--- src/rtl/amw_pkg.sv ---
package amw_pkg;
  typedef enum logic [1:0] {RX_IDLE, RX_START, RX_BITS} rx_state_t;
  typedef enum logic [1:0] {SK_INFO, SK_MARK, SK_STOP} samp_kind_t;

  localparam int unsigned REG_DATA   = 0;
  localparam int unsigned REG_CTRL   = 1;
  localparam int unsigned BIT_SLEEP  = 0;
  localparam int unsigned BIT_FULL   = 1;
  localparam int unsigned BIT_MARK   = 2;
endpackage

--- src/rtl/amw_sync.sv ---
module amw_sync #(
  parameter int unsigned STAGES    = 2,
  parameter logic        RESET_VAL = 1'b1
) (
  input  logic clk,
  input  logic rst_n,
  input  logic d,
  output logic q
);
  logic [STAGES-1:0] chain_q;
  logic [STAGES-1:0] chain_d;

  always_comb begin
    chain_d = {chain_q[STAGES-2:0], d};
  end

  always_ff @(posedge clk or negedge rst_n) begin
    if (!rst_n) chain_q <= {STAGES{RESET_VAL}};
    else        chain_q <= chain_d;
  end

  assign q = chain_q[STAGES-1];
endmodule

--- src/rtl/amw_framer.sv ---
module amw_framer
  import amw_pkg::*;
#(
  parameter int unsigned OSR    = 16,
  parameter int unsigned INFO_W = 8,
  parameter int unsigned IDX_W  = $clog2(INFO_W + 2)
) (
  input  logic             clk,
  input  logic             rst_n,
  input  logic             tick,
  input  logic             rx,
  input  logic             len_long,
  output logic             frame_go,
  output logic             samp_stb,
  output samp_kind_t       samp_kind,
  output logic             samp_bit,
  output logic [IDX_W-1:0] samp_idx
);
  localparam int unsigned CNT_W = $clog2(OSR);
  localparam int unsigned HALF  = OSR / 2;

  rx_state_t        state_q, state_d;
  logic [CNT_W-1:0] cnt_q, cnt_d;
  logic [IDX_W-1:0] idx_q, idx_d;
  logic             prev_q, prev_d;
  logic [IDX_W-1:0] nbits;

  assign nbits = len_long ? IDX_W'(INFO_W) : IDX_W'(INFO_W - 1);

  always_comb begin
    state_d  = state_q;
    cnt_d    = cnt_q;
    idx_d    = idx_q;
    prev_d   = prev_q;
    samp_stb = 1'b0;
    frame_go = 1'b0;
    if (tick) begin
      prev_d = rx;
      unique case (state_q)
        RX_IDLE: begin
          if (prev_q && !rx) begin
            state_d = RX_START;
            cnt_d   = '0;
          end
        end
        RX_START: begin
          if (cnt_q == CNT_W'(HALF - 1)) begin
            if (!rx) begin
              state_d  = RX_BITS;
              cnt_d    = '0;
              idx_d    = '0;
              frame_go = 1'b1;
            end else begin
              state_d = RX_IDLE;
            end
          end else begin
            cnt_d = cnt_q + 1'b1;
          end
        end
        RX_BITS: begin
          if (cnt_q == CNT_W'(OSR - 1)) begin
            cnt_d    = '0;
            samp_stb = 1'b1;
            idx_d    = idx_q + 1'b1;
            if (idx_q == nbits + 1'b1) state_d = RX_IDLE;
          end else begin
            cnt_d = cnt_q + 1'b1;
          end
        end
        default: state_d = RX_IDLE;
      endcase
    end
  end

  always_comb begin
    if (idx_q < nbits)       samp_kind = SK_INFO;
    else if (idx_q == nbits) samp_kind = SK_MARK;
    else                     samp_kind = SK_STOP;
  end

  assign samp_bit = rx;
  assign samp_idx = idx_q;

  always_ff @(posedge clk or negedge rst_n) begin
    if (!rst_n) begin
      state_q <= RX_IDLE;
      cnt_q   <= '0;
      idx_q   <= '0;
      prev_q  <= 1'b1;
    end else begin
      state_q <= state_d;
      cnt_q   <= cnt_d;
      idx_q   <= idx_d;
      prev_q  <= prev_d;
    end
  end
endmodule

--- src/rtl/amw_capture.sv ---
module amw_capture
  import amw_pkg::*;
#(
  parameter int unsigned INFO_W = 8,
  parameter int unsigned IDX_W  = $clog2(INFO_W + 2)
) (
  input  logic              clk,
  input  logic              rst_n,
  input  logic              frame_go,
  input  logic              samp_stb,
  input  samp_kind_t        samp_kind,
  input  logic              samp_bit,
  input  logic [IDX_W-1:0]  samp_idx,
  output logic [INFO_W-1:0] info_q,
  output logic              mark_q
);
  logic [INFO_W-1:0] info_d;
  logic              mark_d;

  always_comb begin
    info_d = info_q;
    mark_d = mark_q;
    if (frame_go) begin
      info_d = '0;
      mark_d = 1'b0;
    end else if (samp_stb) begin
      if (samp_kind == SK_INFO) begin
        for (int i = 0; i < INFO_W; i++) begin
          if (samp_idx == IDX_W'(i)) info_d[i] = samp_bit;
        end
      end else if (samp_kind == SK_MARK) begin
        mark_d = samp_bit;
      end
    end
  end

  always_ff @(posedge clk or negedge rst_n) begin
    if (!rst_n) begin
      info_q <= '0;
      mark_q <= 1'b0;
    end else begin
      info_q <= info_d;
      mark_q <= mark_d;
    end
  end
endmodule

--- src/rtl/amw_hostif.sv ---
module amw_hostif
  import amw_pkg::*;
#(
  parameter int unsigned INFO_W = 8,
  parameter int unsigned REG_W  = 8,
  parameter int unsigned ADDR_W = 1
) (
  input  logic              clk,
  input  logic              rst_n,
  input  logic              wr_en,
  input  logic [ADDR_W-1:0] wr_addr,
  input  logic [REG_W-1:0]  wr_data,
  input  logic              rd_en,
  input  logic [ADDR_W-1:0] rd_addr,
  input  logic              samp_stb,
  input  samp_kind_t        samp_kind,
  input  logic              samp_bit,
  input  logic [INFO_W-1:0] cap_info,
  input  logic              cap_mark,
  output logic [REG_W-1:0]  rd_data,
  output logic              sleep_q,
  output logic              full_q,
  output logic [INFO_W-1:0] hold_q,
  output logic              hmark_q
);
  logic              sleep_d, full_d, hmark_d;
  logic [INFO_W-1:0] hold_d;
  logic              wake, deliver, rd_clr, ctl_wr;
  logic              unused_wr_bits;

  assign unused_wr_bits = ^wr_data;

  always_comb begin
    wake    = samp_stb && (samp_kind == SK_MARK) && samp_bit;
    deliver = samp_stb && (samp_kind == SK_STOP) && !sleep_q && !full_q;
    rd_clr  = rd_en && (rd_addr == ADDR_W'(REG_DATA));
    ctl_wr  = wr_en && (wr_addr == ADDR_W'(REG_CTRL));

    sleep_d = sleep_q;
    if (wake)   sleep_d = 1'b0;
    if (ctl_wr) sleep_d = wr_data[BIT_SLEEP];

    full_d = full_q;
    if (rd_clr)  full_d = 1'b0;
    if (deliver) full_d = 1'b1;

    hold_d  = deliver ? cap_info : hold_q;
    hmark_d = deliver ? cap_mark : hmark_q;
  end

  always_comb begin
    rd_data = '0;
    if (rd_addr == ADDR_W'(REG_DATA)) begin
      rd_data[INFO_W-1:0] = hold_q;
    end else if (rd_addr == ADDR_W'(REG_CTRL)) begin
      rd_data[BIT_SLEEP] = sleep_q;
      rd_data[BIT_FULL]  = full_q;
      rd_data[BIT_MARK]  = hmark_q;
    end
  end

  always_ff @(posedge clk or negedge rst_n) begin
    if (!rst_n) begin
      sleep_q <= 1'b0;
      full_q  <= 1'b0;
      hold_q  <= '0;
      hmark_q <= 1'b0;
    end else begin
      sleep_q <= sleep_d;
      full_q  <= full_d;
      hold_q  <= hold_d;
      hmark_q <= hmark_d;
    end
  end
endmodule

--- src/rtl/amw_rx.sv ---
module amw_rx
  import amw_pkg::*;
#(
  parameter int unsigned INFO_W      = 8,
  parameter int unsigned OSR         = 16,
  parameter int unsigned SYNC_STAGES = 2,
  parameter int unsigned REG_W       = 8,
  parameter int unsigned ADDR_W      = 1
) (
  input  logic              clk,
  input  logic              rst_n,
  input  logic              sample_tick,
  input  logic              rxd,
  input  logic              len_long,
  input  logic              wr_en,
  input  logic [ADDR_W-1:0] wr_addr,
  input  logic [REG_W-1:0]  wr_data,
  input  logic              rd_en,
  input  logic [ADDR_W-1:0] rd_addr,
  output logic [REG_W-1:0]  rd_data
);
  localparam int unsigned IDX_W = $clog2(INFO_W + 2);

  logic              rst_ns;
  logic              rx_s;
  logic              frame_go;
  logic              samp_stb;
  samp_kind_t        samp_kind;
  logic              samp_bit;
  logic [IDX_W-1:0]  samp_idx;
  logic [INFO_W-1:0] cap_info;
  logic              cap_mark;
  logic              sleep_q, full_q, hmark_q;
  logic [INFO_W-1:0] hold_q;

  amw_sync #(.STAGES(2), .RESET_VAL(1'b0)) u_rst_sync (
    .clk(clk), .rst_n(rst_n), .d(1'b1), .q(rst_ns)
  );

  amw_sync #(.STAGES(SYNC_STAGES), .RESET_VAL(1'b1)) u_line_sync (
    .clk(clk), .rst_n(rst_ns), .d(rxd), .q(rx_s)
  );

  amw_framer #(.OSR(OSR), .INFO_W(INFO_W), .IDX_W(IDX_W)) u_framer (
    .clk(clk), .rst_n(rst_ns), .tick(sample_tick), .rx(rx_s),
    .len_long(len_long), .frame_go(frame_go), .samp_stb(samp_stb),
    .samp_kind(samp_kind), .samp_bit(samp_bit), .samp_idx(samp_idx)
  );

  amw_capture #(.INFO_W(INFO_W), .IDX_W(IDX_W)) u_capture (
    .clk(clk), .rst_n(rst_ns), .frame_go(frame_go), .samp_stb(samp_stb),
    .samp_kind(samp_kind), .samp_bit(samp_bit), .samp_idx(samp_idx),
    .info_q(cap_info), .mark_q(cap_mark)
  );

  amw_hostif #(.INFO_W(INFO_W), .REG_W(REG_W), .ADDR_W(ADDR_W)) u_hostif (
    .clk(clk), .rst_n(rst_ns), .wr_en(wr_en), .wr_addr(wr_addr),
    .wr_data(wr_data), .rd_en(rd_en), .rd_addr(rd_addr),
    .samp_stb(samp_stb), .samp_kind(samp_kind), .samp_bit(samp_bit),
    .cap_info(cap_info), .cap_mark(cap_mark), .rd_data(rd_data),
    .sleep_q(sleep_q), .full_q(full_q), .hold_q(hold_q), .hmark_q(hmark_q)
  );
endmodule

--- config.mk ---
export PLATFORM = sky130hd
export DESIGN_NAME = amw_rx
export DESIGN_NICKNAME = d
export VERILOG_FILES = /design/src/rtl/amw_pkg.sv /design/src/rtl/amw_sync.sv /design/src/rtl/amw_framer.sv /design/src/rtl/amw_capture.sv /design/src/rtl/amw_hostif.sv /design/src/rtl/amw_rx.sv
export SDC_FILE = /design/constraint.sdc
export NUM_CORES = 1
export LEC_CHECK = 0
export BUFFER_PORTS_ARGS = -buffer_cell sky130_fd_sc_hd__buf_2
export CAP_MARGIN = 10
export CORE_ASPECT_RATIO = 0.5
export CORE_MARGIN = 2
export CORE_UTILIZATION = 38
export CTS_BUF_LIST = sky130_fd_sc_hd__clkbuf_8
export DETAILED_ROUTE_END_ITERATION = 6
export PLACE_DENSITY = 0.67
export REMOVE_ABC_BUFFERS = 1
export SLEW_MARGIN = 20
export SYNTH_ARGS = -nofsm -noshare
export SYNTH_HDL_FRONTEND = slang
export SYNTH_SLANG_ARGS = --single-unit
--- constraint.sdc ---
create_clock -name clk -period 1.3 [get_ports clk]
set_input_delay 0.065 -clock clk [delete_from_list [all_inputs] [get_ports clk]]
set_output_delay 0.065 -clock clk [all_outputs]
set_load 0.01 [all_outputs]
== After elaboration in Yosys (flattened, before gate mapping) ==
Index checks and enable logic that the tools add are counted.

* Flip-flop bits (word level): 35
* Input port bits: 17
* Output and inout port bits: 8
* Word-level logic and storage cells: 132

* $add $sub $neg: 3
* Order comparisons: 1
* Eq/ne operators: 22
* Muxes and demuxes: 45
* Bitwise logic cells: 1
* Reductions and logical operators: 41

{| class="wikitable"
|+ Operators by type and width
! kind !! count
|-
| 4-bit two-way mux || 7
|-
| 2-bit nonzero test || 14
|-
| 3-bit AND reduction || 9
|-
| 8-bit two-way mux || 3
|-
| 1-bit two-way mux || 23
|-
| 4-bit by 3-bit == test with 1-bit output (second input constant) || 5
|-
| 2-bit two-way mux || 7
|-
| 4-bit by 1-bit adder with 4-bit output (second input constant) || 3
|-
| 4-bit one-hot mux with 3 select lines || 1
|-
| 5-bit AND reduction || 2
|-
| 4-bit by 2-bit == test with 1-bit output (second input constant) || 2
|-
| 4-bit == test || 2
|-
| 1-bit logical AND || 8
|-
| 2-bit by 1-bit inequality test with 1-bit output (second input constant) || 4
|-
| 4-bit one-hot mux with 2 select lines || 1
|-
| 2-bit one-hot mux with 3 select lines || 1
|-
| 5-bit two-way mux || 1
|-
| 2-bit by 1-bit == test with 1-bit output (second input constant) || 2
|-
| 2-bit == test (second input constant) || 2
|-
| 4-bit by 1-bit == test with 1-bit output (second input constant) || 1
|-
| 4-bit == test (second input constant) || 1
|-
| 2-bit logical NOT || 2
|-
| 4-bit logical NOT || 1
|-
| 4-bit less-than comparator || 1
|-
| 7 further kinds || 10
|}

== Longest topological paths before layout ==
* Word-level depth: 9
* Depth in mapped cells: 7
* Mapped depth without buffers: 6

== Hierarchy ==
From an unflattened synthesis, not the netlist that was laid out.

* Cell total of the unflattened synthesis: 177
* Area total of the unflattened synthesis: 1964.4 um^2

{| class="wikitable"
|+ Modules (own cells, without submodules)
! module !! instances !! cells an instance !! area an instance (um^2) !! sequential area each (um^2)
|-
| amw_framer || 1 || 90 || 859.6 || 276.5
|-
| amw_hostif || 1 || 38 || 511.7 || 275.3
|-
| amw_capture || 1 || 44 || 486.7 || 225.2
|-
| amw_sync (u_line_sync) || 1 || 2 || 52.6 || 52.6
|-
| amw_sync (u_rst_sync) || 1 || 2 || 50.0 || 50.0
|-
| amw_rx || 1 || 1 || 3.8 || 0.0
|}

== Worst setup path before layout ==
OpenSTA, ideal clock, no wires.

* Path kind: reg2reg
* From: register u_framer.state_q[0]
* To: register u_hostif.hmark_q
* Library setup time: 0.125 ns
* Arrival: 1.823 ns
* Data required time: 1.175 ns
* Path slack: -0.648 ns
* Cell stages (with the launch flop): 8
* Path buffers: 1
* Period minus slack after synthesis: 1.948 ns
* Path through: dfrtp_1 inv_1 ha_1 nand2_1 or2_1 buf_6 a211oi_4 mux2_2

* Cells in the longest elaborated chain, start to end: 6

{| class="wikitable"
|+ RTL lines
! element !! RTL line !! text
|-
| start, declared || amw_framer.sv:22 || <nowiki>rx_state_t state_q, state_d;</nowiki>
|-
| start signal, assigned || amw_framer.sv:91 || <nowiki>state_q <= state_d;</nowiki>
|-
| 2-bit == test || amw_framer.sv:39 || <nowiki>unique case (state_q)</nowiki>
|-
| 1-bit two-way mux || amw_framer.sv:39 ||
|-
| 1-bit two-way mux || amw_framer.sv:37 || <nowiki>if (tick) begin</nowiki>
|-
| 1-bit logical AND (3 in a row) || amw_hostif.sv:35 || <nowiki>deliver = samp_stb && (samp_kind == SK_STOP) && !sleep_q && !full_q;</nowiki>
|-
| end signal, assigned || amw_hostif.sv:72 || <nowiki>hmark_q <= hmark_d;</nowiki>
|-
| end, declared || amw_hostif.sv:24 || <nowiki>output logic hmark_q</nowiki>
|}

Every way passes these cells.
A chain may end at the register's enable or synchronous reset.

== Worst setup path after layout ==
* From: register u_framer.state_q[1]
* To: register u_framer.cnt_q[1]

* Cells in the longest elaborated chain, start to end: 3

{| class="wikitable"
|+ RTL lines
! element !! RTL line !! text
|-
| 2-bit by 1-bit == test with 1-bit output, or another cell as far along || amw_framer.sv:39 ||
|-
| 3-bit inequality test (no line), or another cell as far along || n/a ||
|-
| 4-bit AND reduction (no line) || n/a ||
|-
| end signal, assigned || amw_framer.sv:92 || <nowiki>cnt_q <= cnt_d;</nowiki>
|-
| end, declared || amw_framer.sv:23 || <nowiki>logic [CNT_W-1:0] cnt_q, cnt_d;</nowiki>
|}

Parallel ways exist; a longest one is shown, timed or not.

==> results.txt <==
The post-synthesis average cell area is 10.8 µm². After detailed routing, the average wire length per cell comes to 14.4 µm. The first-pass GRT wire length came out at 7500 µm. The fraction of the yosys area taken by sequential cells is 44.9%. After filler insertion, the fill cell instance count of the layout stands at 412.

In this run the deepest clock path goes through 2 buffers. The multi-input logic area came out at 1200 µm². The final max-slew violation count was 0. The count of H-tree levels built during CTS is 2. The die covers 5780 µm². STA classifies the critical path startpoint as a register. The finished cells cover 2780 µm².

For this run, the post-layout net count is 271. The first detailed-routing pass ran for 4 iterations. The worst hold slack after final layout came out at 38.6 ps. The iteration-0 DRC count of the detailed router came out at 42. The static leakage came out at 1.33 nW. Counting the buffers created by CTS gives 5.

The highest ir drop seen on vdd came out at 539 µV. After layout, the worst path uses 144% of the clock period. The hold violation total from the final report was 0. The number of clock sinks came out at 35.

The area growth from synthesis to layout came out at 41.7%. Headroom to the max-slew limit came out at 66.6%. The number of warning messages in the yosys log is 0. The placement row count is 18. During I/O placement, the number of pins put on the boundary was 25. The largest net degree at the start of global routing came out at 25. The post-detailed-route via-to-cell ratio is 5.15. The TritonCTS clock tree is yes. The async set-reset flop share out of synthesis came out at 100%. The arrival time of the worst setup path came out at 2050 ps. The initial antenna violation count is 0. The post-route DRC violation count is 0. The min-delay analysis places its worst path in the category in -> reg. After global routing the overflow that remains totals 0.

The synthesized design spends more area on one cell type than any other, namely sky130_fd_sc_hd__dfrtp_1. The HPWL after detailed placement is 2970 µm. The worst setup path is captured at a register. Summing all flip-flop and latch instances after layout gives 880 µm².

The mapped netlist covers 1960 µm². Max-cap violations in this run came to 0. Sorting the synthesized cells by area gives the leading types as sky130_fd_sc_hd__dfrtp_1 (41%), sky130_fd_sc_hd__mux2_2 (8.0%), sky130_fd_sc_hd__ha_1 (7.7%).

Setup repair after global routing could not meet its margin everywhere. The maximum achievable frequency is 534 MHz. The library cell used as clock root buffer is sky130_fd_sc_hd__clkbuf_8. The setup path with the least slack is of type reg -> reg. The post-synthesis sequential element count came out at 35.

The largest fanout on the critical path came out at 3. The clock latency on the worst-skew pair came out at 290 ps. The setup skew after layout came out at 4.83 ps. The total of buffers placed on input and output ports came out at 17.

The required time of the critical path came out at 1480 ps. The die is 54.8 µm tall. The overall routing resource usage is 16.7%.

The number of distinct library cells after synthesis came out at 45. The final count of negative-setup-slack endpoints is 30. After layout, the minimum clock period comes to 1870 ps. The number of routed nets with antenna violations is 0. The setup slack after placement came out at -633 ps. The synthesized design contains 0 enable-type register cells. The total via count in the routed design is 1,612. The effective utilization at floorplan is 39.5%.

Summed over its instances, the top area cell type makes up 40.9% of the synthesized netlist area. The total cell area at the placement stage came out at 2370 µm². The die width is 106 µm. The final worst setup slack came out at -572 ps. The total wire length after detailed routing is 4500 µm. The power density of the placed cells is 1270 nW/µm². The checks that failed: negative setup slack.

The leading register cell type out of synthesis is sky130_fd_sc_hd__dfrtp_1. The worst-margin pin slew came out at 501 ps. The core area is 4950 µm². The congestion estimate from routability-driven global placement came to 0.841. The number of inserted diodes came out at 0.

In the final layout, the share of cells above drive strength 1 is 45.3%. The flow ran to the end, but the final reports show violations. Clock-pin slew was measured on the worst setup and hold paths at 70 ps.

The synthesized netlist cell count is 181. The via count of the first global-routing pass came out at 1,659. For this run, the share of the core covered by cells in the final layout is 56.0%.
-- layer usage --
metal	share of wire, %	wire length [µm]	vias up	track usage (%)
met1	45	2010	789	19.9
met2	50	2240	34	30.9
met4	2.5	112	0	7.02
met5	0	0	-	0
met3	3.0	136	14	3.10
li1	-	-	775	-
-- repair_timing --
action / in CTS / in global routing
gates resized for setup: 32 / 16
hold endpoints to repair: 3 / 0
cloned: 0 / 0
setup endpoints to repair: 30 / 30
hold buffers: 2 / 0
pin swaps: 14 / 8
buffers inserted: 6 / 4
-- path summary, 6_finish.rpt --
check / depth (start not counted) / start / end / slack, ps
worst max-delay path: 7 / u_framer.state_q[1]$_DFFE_PN0P_ / u_framer.cnt_q[1]$_DFFE_PN0P_ / -570
worst min-delay path: 3 / wr_addr / u_hostif.sleep_q$_DFFE_PN0P_ / 40
worst max register to register: 7 / u_framer.state_q[1]$_DFFE_PN0P_ / u_framer.cnt_q[1]$_DFFE_PN0P_ / -570
worst min register to register: 0 / u_rst_sync.chain_q[1]$_DFF_PN0_ / u_framer.state_q[0]$_DFFE_PN0P_ / 200
max in group asynchronous: 1 / u_rst_sync.chain_q[1]$_DFF_PN0_ / u_capture.info_q[1]$_DFFE_PN0P_ / 600
min in group asynchronous: 2 / rst_n / u_rst_sync.chain_q[0]$_DFF_PN0_ / 90
-- logic make-up (layout without fill, tap and decap cells) --
group	count (synthesis)	count (layout)	synth area share [%]
AOI/OAI and AO/OA	25	25	10.0
buffers and inverters	17	79	3.64
muxes	25	25	13.7
DFF	35	35	44.9
other	1	1	0.191
adders and majority gates	12	12	7.66
and+or+nand+nor	66	66	19.9
-- cells in the mapped netlist (3+ instances only) --
| library cell | instances |
|---|---|
| sky130_fd_sc_hd__mux2i_1 | 11 |
| sky130_fd_sc_hd__nor2b_1 | 7 |
| sky130_fd_sc_hd__clkbuf_1 | 8 |
| sky130_fd_sc_hd__nand2_1 | 16 |
| sky130_fd_sc_hd__and3b_1 | 4 |
| sky130_fd_sc_hd__inv_1 | 7 |
| sky130_fd_sc_hd__nor3b_1 | 4 |
| sky130_fd_sc_hd__dfstp_2 | 3 |
| sky130_fd_sc_hd__mux2_2 | 14 |
| sky130_fd_sc_hd__o211ai_1 | 3 |
| sky130_fd_sc_hd__nand3_1 | 4 |
| sky130_fd_sc_hd__nand3b_1 | 3 |
| sky130_fd_sc_hd__o21ai_0 | 3 |
| sky130_fd_sc_hd__nor2_1 | 4 |
| sky130_fd_sc_hd__nand4_1 | 9 |
| sky130_fd_sc_hd__ha_1 | 12 |
| sky130_fd_sc_hd__nand2b_1 | 4 |
| sky130_fd_sc_hd__dfrtp_1 | 32 |
-- layout make-up --
type	instances	area share, %
clock buffer	7	3.47
clock inverter	1	0.135
inverter	8	1.08
multi-input combinational	129	43.1
sequential	35	31.7
tap	70	3.15
timing repair buffer	63	17.4
-- state kept, by name (all words and copies together) (netlist names) --
register / cells
u_rst_sync.chain_q: 2
u_framer.samp_idx: 4
u_framer.state_q: 2
u_capture.mark_q: 1
u_hostif.sleep_q: 1
u_capture.info_q: 8
u_hostif.full_q: 1
u_line_sync.chain_q: 2
u_framer.prev_q: 1
u_hostif.hold_q: 8
u_framer.cnt_q: 4
u_hostif.hmark_q: 1
-- power by group --
| group | switching, mW | internal, mW | leakage [nW] |
|---|---|---|---|
| logic | 0.643 | 0.780 | 0.819 |
| registers | 0.0649 | 1.17 | 0.451 |
| clock network | 0.392 | 0.476 | 0.0557 |
| total | 1.10 | 2.42 | 1.33 |
-- worst max-delay path, cell delays in order, from the launching register on --
cell                        delay, ps
sky130_fd_sc_hd__dfrtp_1          420
sky130_fd_sc_hd__ha_4             180
sky130_fd_sc_hd__buf_6            100
sky130_fd_sc_hd__or4bb_1          520
sky130_fd_sc_hd__o2111ai_2        130
sky130_fd_sc_hd__nor3_2            90
sky130_fd_sc_hd__buf_4            140
sky130_fd_sc_hd__a22o_1           170
-- placed cells by master (no fill, tap or decap), types with 3 or more instances in the layout --
cell	netlist	layout
sky130_fd_sc_hd__buf_4	0	36
sky130_fd_sc_hd__dfrtp_1	32	32
sky130_fd_sc_hd__buf_2	0	17
sky130_fd_sc_hd__nand2_1	16	15
sky130_fd_sc_hd__mux2i_1	11	11
sky130_fd_sc_hd__nand4_1	9	9
sky130_fd_sc_hd__mux2_4	0	9
sky130_fd_sc_hd__ha_1	12	7
sky130_fd_sc_hd__clkbuf_8	0	7
sky130_fd_sc_hd__inv_1	7	6
sky130_fd_sc_hd__nor2b_1	7	6
sky130_fd_sc_hd__buf_6	1	6
sky130_fd_sc_hd__mux2_2	14	5
sky130_fd_sc_hd__nor2_1	4	4
sky130_fd_sc_hd__nor3b_1	4	4
sky130_fd_sc_hd__and3b_1	4	4
sky130_fd_sc_hd__nand3_1	4	4
sky130_fd_sc_hd__nand3b_1	3	3
sky130_fd_sc_hd__o211ai_1	3	3
sky130_fd_sc_hd__nand2b_1	4	3
sky130_fd_sc_hd__ha_4	0	3
sky130_fd_sc_hd__dfstp_2	3	3
-- metrics by stage --
step | std cells | TNS (ps) | total power, mW
after floorplan | 172 | -17510 | 1.70
after global placement | 293 | -14480 | 2.16
after detailed placement | 293 | -15560 | 2.20
after CTS | 309 | -14760 | 3.40
after global routing | 313 | -16030 | 3.70
final | 313 | -13670 | 3.52
Note: power is estimated with default switching activity, not from simulation.
